### src/rtl/sync_rx_pkg.sv
// Package: shared width and FIFO entry type for the clocked serial slave receiver.
// Assumes: characters are at most DATA_W+1 bits wide.
package sync_rx_pkg;
    localparam int DATA_W = 8;

    typedef struct packed {
        logic              ninth;
        logic [DATA_W-1:0] data;
    } rx_entry_t;
endpackage

### src/rtl/sclk_sync.sv
// Module: brings the external shift clock and data into the clk domain.
// Two flops on each line, then a third clock flop for rising-edge detection.
// Assumes: the data line is stable for at least two clk cycles around each rising clock edge.
module sclk_sync (
    input  logic clk,
    input  logic rst_n,
    input  logic ser_clk,
    input  logic ser_data,
    output logic rise,
    output logic data_s
);
    logic c1, c2, c3;
    logic d1, d2;

    // Synchronizer chains and edge-history register.
    always_ff @(posedge clk) begin
        if (!rst_n) begin
            c1 <= 1'b0; c2 <= 1'b0; c3 <= 1'b0;
            d1 <= 1'b0; d2 <= 1'b0;
        end else begin
            c1 <= ser_clk; c2 <= c1; c3 <= c2;
            d1 <= ser_data; d2 <= d1;
        end
    end

    // Rising edge seen in the synchronized clock.
    assign rise   = c2 & ~c3;
    assign data_s = d2;

    a_r2_single_rise: assert property (@(posedge clk) disable iff (!rst_n)
        rise |=> !rise);
endmodule

### src/rtl/rx_shifter.sv
// Module: collects serial bits, LSB first, into a character of 8 or 9 bits.
// Pulses done for one cycle with the finished word; clears all state while not enabled.
// Assumes: rise is never high on two consecutive cycles.
module rx_shifter
    import sync_rx_pkg::*;
#(
    parameter int W = DATA_W
) (
    input  logic      clk,
    input  logic      rst_n,
    input  logic      enable,
    input  logic      nine_bit,
    input  logic      rise,
    input  logic      din,
    output logic      done,
    output rx_entry_t word
);
    localparam int CNT_W = $clog2(W + 2);

    logic [W:0]       sr_q, sr_n;
    logic [CNT_W-1:0] bit_cnt;
    logic [CNT_W-1:0] last_idx;

    // Index of the final bit for the selected character length.
    assign last_idx = nine_bit ? CNT_W'(W) : CNT_W'(W - 1);

    // Next shift-register value with the incoming bit placed at its position.
    always_comb begin
        sr_n = sr_q;
        for (int i = 0; i <= W; i++) begin
            if (CNT_W'(i) == bit_cnt) sr_n[i] = din;
        end
    end

    // Bit counter, shift register and completion pulse.
    always_ff @(posedge clk) begin
        if (!rst_n || !enable) begin
            sr_q    <= '0;
            bit_cnt <= '0;
            done    <= 1'b0;
            word    <= '0;
        end else begin
            done <= 1'b0;
            if (rise) begin
                if (bit_cnt == last_idx) begin
                    done       <= 1'b1;
                    word.data  <= sr_n[W-1:0];
                    word.ninth <= nine_bit & sr_n[W];
                    sr_q       <= '0;
                    bit_cnt    <= '0;
                end else begin
                    sr_q    <= sr_n;
                    bit_cnt <= bit_cnt + 1'b1;
                end
            end
        end
    end

    a_r10_idle_clear: assert property (@(posedge clk) disable iff (!rst_n)
        !enable |=> (bit_cnt == '0 && !done));
    a_r2_done_pulse: assert property (@(posedge clk) disable iff (!rst_n)
        done |=> !done);
endmodule

### src/rtl/rx_fifo.sv
// Module: small circular receive FIFO of rx_entry_t words with a level count.
// A pop on an empty FIFO is ignored. A push and a pop in the same cycle on a full FIFO are both taken.
// Assumes: the caller never pushes into a full FIFO without also popping.
module rx_fifo
    import sync_rx_pkg::*;
#(
    parameter int DEPTH = 2
) (
    input  logic                       clk,
    input  logic                       rst_n,
    input  logic                       flush,
    input  logic                       push,
    input  rx_entry_t                  wdata,
    input  logic                       pop,
    output rx_entry_t                  head,
    output logic [$clog2(DEPTH+1)-1:0] level
);
    localparam int PTR_W = (DEPTH > 1) ? $clog2(DEPTH) : 1;
    localparam int LVL_W = $clog2(DEPTH + 1);

    rx_entry_t        mem [DEPTH];
    logic [PTR_W-1:0] wr_ptr, rd_ptr;
    logic             do_pop;

    assign do_pop = pop && (level != '0);

    // Pointer advance with wrap at DEPTH.
    function automatic logic [PTR_W-1:0] nxt(input logic [PTR_W-1:0] p);
        return (p == PTR_W'(DEPTH - 1)) ? '0 : p + 1'b1;
    endfunction

    // Storage write.
    always_ff @(posedge clk) begin
        if (push) mem[wr_ptr] <= wdata;
    end

    // Pointers and level.
    always_ff @(posedge clk) begin
        if (!rst_n || flush) begin
            wr_ptr <= '0;
            rd_ptr <= '0;
            level  <= '0;
        end else begin
            if (push)   wr_ptr <= nxt(wr_ptr);
            if (do_pop) rd_ptr <= nxt(rd_ptr);
            level <= level + LVL_W'(push) - LVL_W'(do_pop);
        end
    end

    // Head presented only while the FIFO holds data.
    assign head = (level != '0) ? mem[rd_ptr] : '0;

    a_r7_no_overflow: assert property (@(posedge clk) disable iff (!rst_n)
        level <= LVL_W'(DEPTH));
    a_r7_empty_pop: assert property (@(posedge clk) disable iff (!rst_n)
        (pop && level == '0 && !push && !flush) |=> level == '0);
endmodule

### src/rtl/sync_slave_rx.sv
// Module: clocked serial slave receiver top. Ties together the synchronizer, shifter and FIFO,
// the overrun latch and the flag and interrupt outputs.
// Assumes: rd_strobe is one clk cycle per read; the master's clock is much slower than clk.
module sync_slave_rx
    import sync_rx_pkg::*;
#(
    parameter int FIFO_DEPTH = 2
) (
    input  logic              clk,
    input  logic              rst_n,
    input  logic              ser_clk,
    input  logic              ser_data,
    input  logic              port_en,
    input  logic              sync_mode,
    input  logic              clk_src_master,
    input  logic              cont_rx_en,
    input  logic              single_rx_en,
    input  logic              nine_bit_en,
    input  logic              rx_irq_en,
    input  logic              rd_strobe,
    output logic [DATA_W-1:0] rd_data,
    output logic              rd_ninth,
    output logic              rx_flag,
    output logic              rx_irq,
    output logic              overrun
);
    localparam int LVL_W = $clog2(FIFO_DEPTH + 1);

    logic             rise, data_s, done, active, fifo_full, push;
    logic             unused_single;
    rx_entry_t        word, head;
    logic [LVL_W-1:0] level;

    // Single receive has no role in slave mode.
    assign unused_single = single_rx_en;

    // Receiver runs only in enabled synchronous slave mode with continuous receive on.
    assign active = port_en & sync_mode & ~clk_src_master & cont_rx_en;

    sclk_sync i_sync (
        .clk(clk), .rst_n(rst_n), .ser_clk(ser_clk), .ser_data(ser_data),
        .rise(rise), .data_s(data_s)
    );

    rx_shifter #(.W(DATA_W)) i_shift (
        .clk(clk), .rst_n(rst_n), .enable(active), .nine_bit(nine_bit_en),
        .rise(rise), .din(data_s), .done(done), .word(word)
    );

    // A finished character is stored unless overrun is latched or the FIFO stays full.
    assign fifo_full = (level == LVL_W'(FIFO_DEPTH));
    assign push      = done & ~overrun & (~fifo_full | rd_strobe);

    rx_fifo #(.DEPTH(FIFO_DEPTH)) i_fifo (
        .clk(clk), .rst_n(rst_n), .flush(~port_en), .push(push), .wdata(word),
        .pop(rd_strobe), .head(head), .level(level)
    );

    // Overrun latch: set by a character that finds no room, cleared by dropping the enables.
    always_ff @(posedge clk) begin
        if (!rst_n || !port_en || !cont_rx_en) overrun <= 1'b0;
        else if (done && fifo_full && !rd_strobe) overrun <= 1'b1;
    end

    // Status and read outputs.
    assign rd_data  = head.data;
    assign rd_ninth = head.ninth;
    assign rx_flag  = (level != '0);
    assign rx_irq   = rx_flag & rx_irq_en;

    a_r8_overrun_hold: assert property (@(posedge clk) disable iff (!rst_n)
        (overrun && port_en && cont_rx_en) |=> overrun);
    a_r9_port_flush: assert property (@(posedge clk) disable iff (!rst_n)
        !port_en |=> (level == '0 && !overrun));
    a_r11_read_frees_slot: assert property (@(posedge clk) disable iff (!rst_n)
        (done && fifo_full && rd_strobe && !overrun && port_en && cont_rx_en) |=> (!overrun && fifo_full));
endmodule

### config.mk
export PLATFORM = sky130hd
export DESIGN_NAME = sync_slave_rx
export DESIGN_NICKNAME = d
export VERILOG_FILES = /design/src/rtl/sync_rx_pkg.sv /design/src/rtl/sclk_sync.sv /design/src/rtl/rx_shifter.sv /design/src/rtl/rx_fifo.sv /design/src/rtl/sync_slave_rx.sv
export SDC_FILE = /design/constraint.sdc
export NUM_CORES = 1
export LEC_CHECK = 0
export ABC_CLOCK_PERIOD_IN_PS = 2450
export BUFFER_PORTS_ARGS = -buffer_cell sky130_fd_sc_hd__buf_4
export CORE_ASPECT_RATIO = 0.75
export CORE_UTILIZATION = 30
export DETAILED_ROUTE_END_ITERATION = 10
export GPL_TIMING_DRIVEN = 0
export PLACE_DENSITY = 0.54
export SYNTH_ARGS = -nofsm -noshare
export SYNTH_HDL_FRONTEND = slang
export SYNTH_SLANG_ARGS = --single-unit
### constraint.sdc
create_clock -name clk -period 2.45 [get_ports clk]
set_clock_uncertainty 0.15 [all_clocks]
set_input_delay 0.3675 -clock clk [delete_from_list [all_inputs] [get_ports clk]]
set_output_delay 0.3675 -clock clk [all_outputs]
set_load 0.02 [all_outputs]
==> flow_summary_export.csv <==
group,metric,value,unit
status,outcome,"finished, final reports clean",
min_path,min_path_type,"in -> reg",
placed_design,gp_congestion,0.7791,
setup_path,cp_max_fo,9,
global_route,gr-total-overflow,0,
timing,finalHoldViolCount,0,
job,max-cap-violations,0,
cells_and_area,nets,268,
cts,ctsHoldBuffers,0,
cells_and_area,syn_to_final_growth,16.84,%
global_route,grt_pass1_vias,1504,
global_route,antenna_found_initial,0,
placed_design,dpl_cell_area,0.002595,mm²
floorplan,fp-row-count,27,
logic_synthesis,ys_ff_latch,52,
setup_path,cp_top_family,"simple AND/OR/NAND/NOR gates",
setup_path,cp_slowest_cell,"nor3_1",
logic_synthesis,avgSynthCellArea,10.38,µm²
setup_path,path_class,"reg -> reg",
global_route,grt_pass1_wl,7507,µm
cells_and_area,multi_input_area,994.7,µm²
placed_design,io_buffers,22,
power,p_per_area,540.9,mW/mm²
cts,htree_levels,2,
drt,drc_errors,0,
drt,drt_iter0_markers,67,
timing,tightest_slew,1.238,ns
cts,clk_pin_slew_worst_paths,0.10,ns
global_route,grt_max_degree,19,
drt,wl,4474,µm
setup_path,worstSetupEndpointType,"flop",
cts,root_buffer,"clkbuf_8",
cts,cts.repair.resized,0,
cells_and_area,final_common_cell,"dfxtp_1",
drt,wl_per_cell,12.67,µm
logic_synthesis,yosys-top-cells-area,"dfxtp_1 30%, edfxtp_1 23%, mux2i_1 4.8%",
logic_synthesis,yosysWarnings,0,
floorplan,die_h,77.89,µm
setup_path,path_cells,"nand2b_1 -> nor3_1",
cts,clk_path_buf_depth,2,
setup_path,timing.reg2reg.setup_slack,0.35,ns
setup_path,max_stage_delay,1.01,ns
setup_path,critPathBufInv,0,
timing,min_period,2.096,ns
cells_and_area,regArea,0.001221,mm²
cts,clock_latency,0.31,ns
timing,relSlewSlack,16.80,%
cells_and_area,fin_area,0.002691,mm²
cts,post_cts_buffers,0,
cts,cts_tree,"yes",
floorplan,start_util,31.13,%
cells_and_area,diodes,0,
timing,fmax,477.0,MHz
cells_and_area,utilization,36.38,%
timing,finalCritPeriodShare,85.56,%
setup_path,critPathArrivalTime,1.88,ns
cells_and_area,fillCellCount,759,
logic_synthesis,syn_area,0.002303,mm²
logic_synthesis,ys_seq_area_share,53.01,%
drt,drt_pre_antenna_iters,4,
power,ir_drop,0.2151,mV
drt,post_drt_via_cell_ratio,4.572,
floorplan,fp.coreArea,0.007398,mm²
logic_synthesis,synth.distinct_cells,39,
logic_synthesis,yosysTopAreaCell,"dfxtp_1",
setup_path,crit_required,2.23,ns
cells_and_area,drive_gt1_share,21.83,%
global_route,track_usage,12.31,%
placed_design,dp_hpwl,3096,µm
floorplan,io-pin-count,24,
logic_synthesis,syn_nets,239,
timing,rsz0062_at_grt,"no",
cts,cts_sinks,52,
timing,setup_viol,0,
setup_path,startpoint_type,"flop",
drt,vias,1614,
drt,ant_nets,0,
cts,numCtsBuffers,5,
power,p_leak,0.9528,nW
power,power,1.456,mW
floorplan,die_x,103.2,µm
logic_synthesis,syn_inst,222,
floorplan,die_area,0.008036,mm²
timing,tns,0,ns
cells_and_area,layout_common_cells,"34 x dfxtp_1, 24 x nor2_1, 22 x buf_4",
timing,worst_hold_slack,0.1077,ns
timing,maxSlewViolCount,0,
logic_synthesis,synth_top_area_share,29.55,%
## cell families (layout without fill, tap and decap cells)
group	count (synthesis)	in the layout	share of synthesized area, %
multiplexers	18	18	8.202
AO/OA/AOI/OAI	29	29	7.659
adder cells (fa/ha/maj)	5	5	2.716
flip-flops	52	52	53.01
AND/OR/NAND/NOR	97	97	23.85
XOR/XNOR	2	2	0.7606
buffers and inverters	19	49	3.802
## worst paths after layout
path              startpoint                to  depth (start not counted)
hold / removal      ser_data         i_sync.d1                          2
setup / recovery     overrun  i_fifo.mem[0][0]                          2
hold reg to reg    i_sync.c1         i_sync.c2                          1
setup reg to reg     overrun  i_fifo.mem[0][0]                          2
## power breakdown
group / internal (mW) / total (mW) / switching (mW)
Sequential: 0.889 / 0.890 / 0.00126
Combinational: 0.0180 / 0.0396 / 0.0216
Clock: 0.210 / 0.526 / 0.316
## sequential cells by signal (all words and copies together) (netlist names), named ones only
register,flops
i_fifo.level,2
i_fifo.mem,18
i_fifo.rd_ptr,1
i_fifo.wr_ptr,1
i_shift.bit_cnt,4
i_shift.done,1
i_shift.sr_q,9
i_shift.word,9
i_sync.c1,1
i_sync.c2,1
i_sync.c3,1
i_sync.d1,1
i_sync.data_s,1
overrun,1
## cell usage after synthesis (all sizes together)
cell     n
a211oi   1
a21boi   2
a21oi   16
a22oi    1
a32o     1
a32oi    1
and2     6
and3     3
and3b    1
and4     1
and4b    1
and4bb   1
buf      9
clkbuf   5
dfxtp   34
edfxtp  18
ha       5
inv      5
mux2     7
mux2i   11
nand2   12
nand2b   2
nand3   11
nand3b   5
nor2    24
nor2b    4
nor3    17
nor3b    7
nor4     1
o211ai   1
o21ai    6
or3b     1
xnor2    1
xor2     1
## area by class of cell
class | instances | area share (%)
clock buffer | 5 | 2.557
sequential | 52 | 45.37
tap | 101 | 4.695
clock inverter | 3 | 1.023
timing repair buffer | 22 | 6.137
buffer | 14 | 2.557
inverter | 5 | 0.6974
multi-input combinational | 151 | 36.96
## metrics by stage
stage          std cells  setup WS (ns)
6_report             353         0.3537
5_1_grt              353         0.1685
4_1_cts              353         0.2985
3_5_place_dp         345         0.3082
3_3_place_gp         345         0.3307
2_1_floorplan        222         0.6045
## metal layers
layer | GRT usage [%] | vias to the layer above | part of all wire (%)
met5 | 0 | - | 0
met2 | 18.07 | 29 | 40
met1 | 17.98 | 741 | 56
met4 | 2.958 | 0 | 0.67
li1 | - | 840 | -
met3 | 2.973 | 4 | 3.5
(Power assumes the default switching activity.)
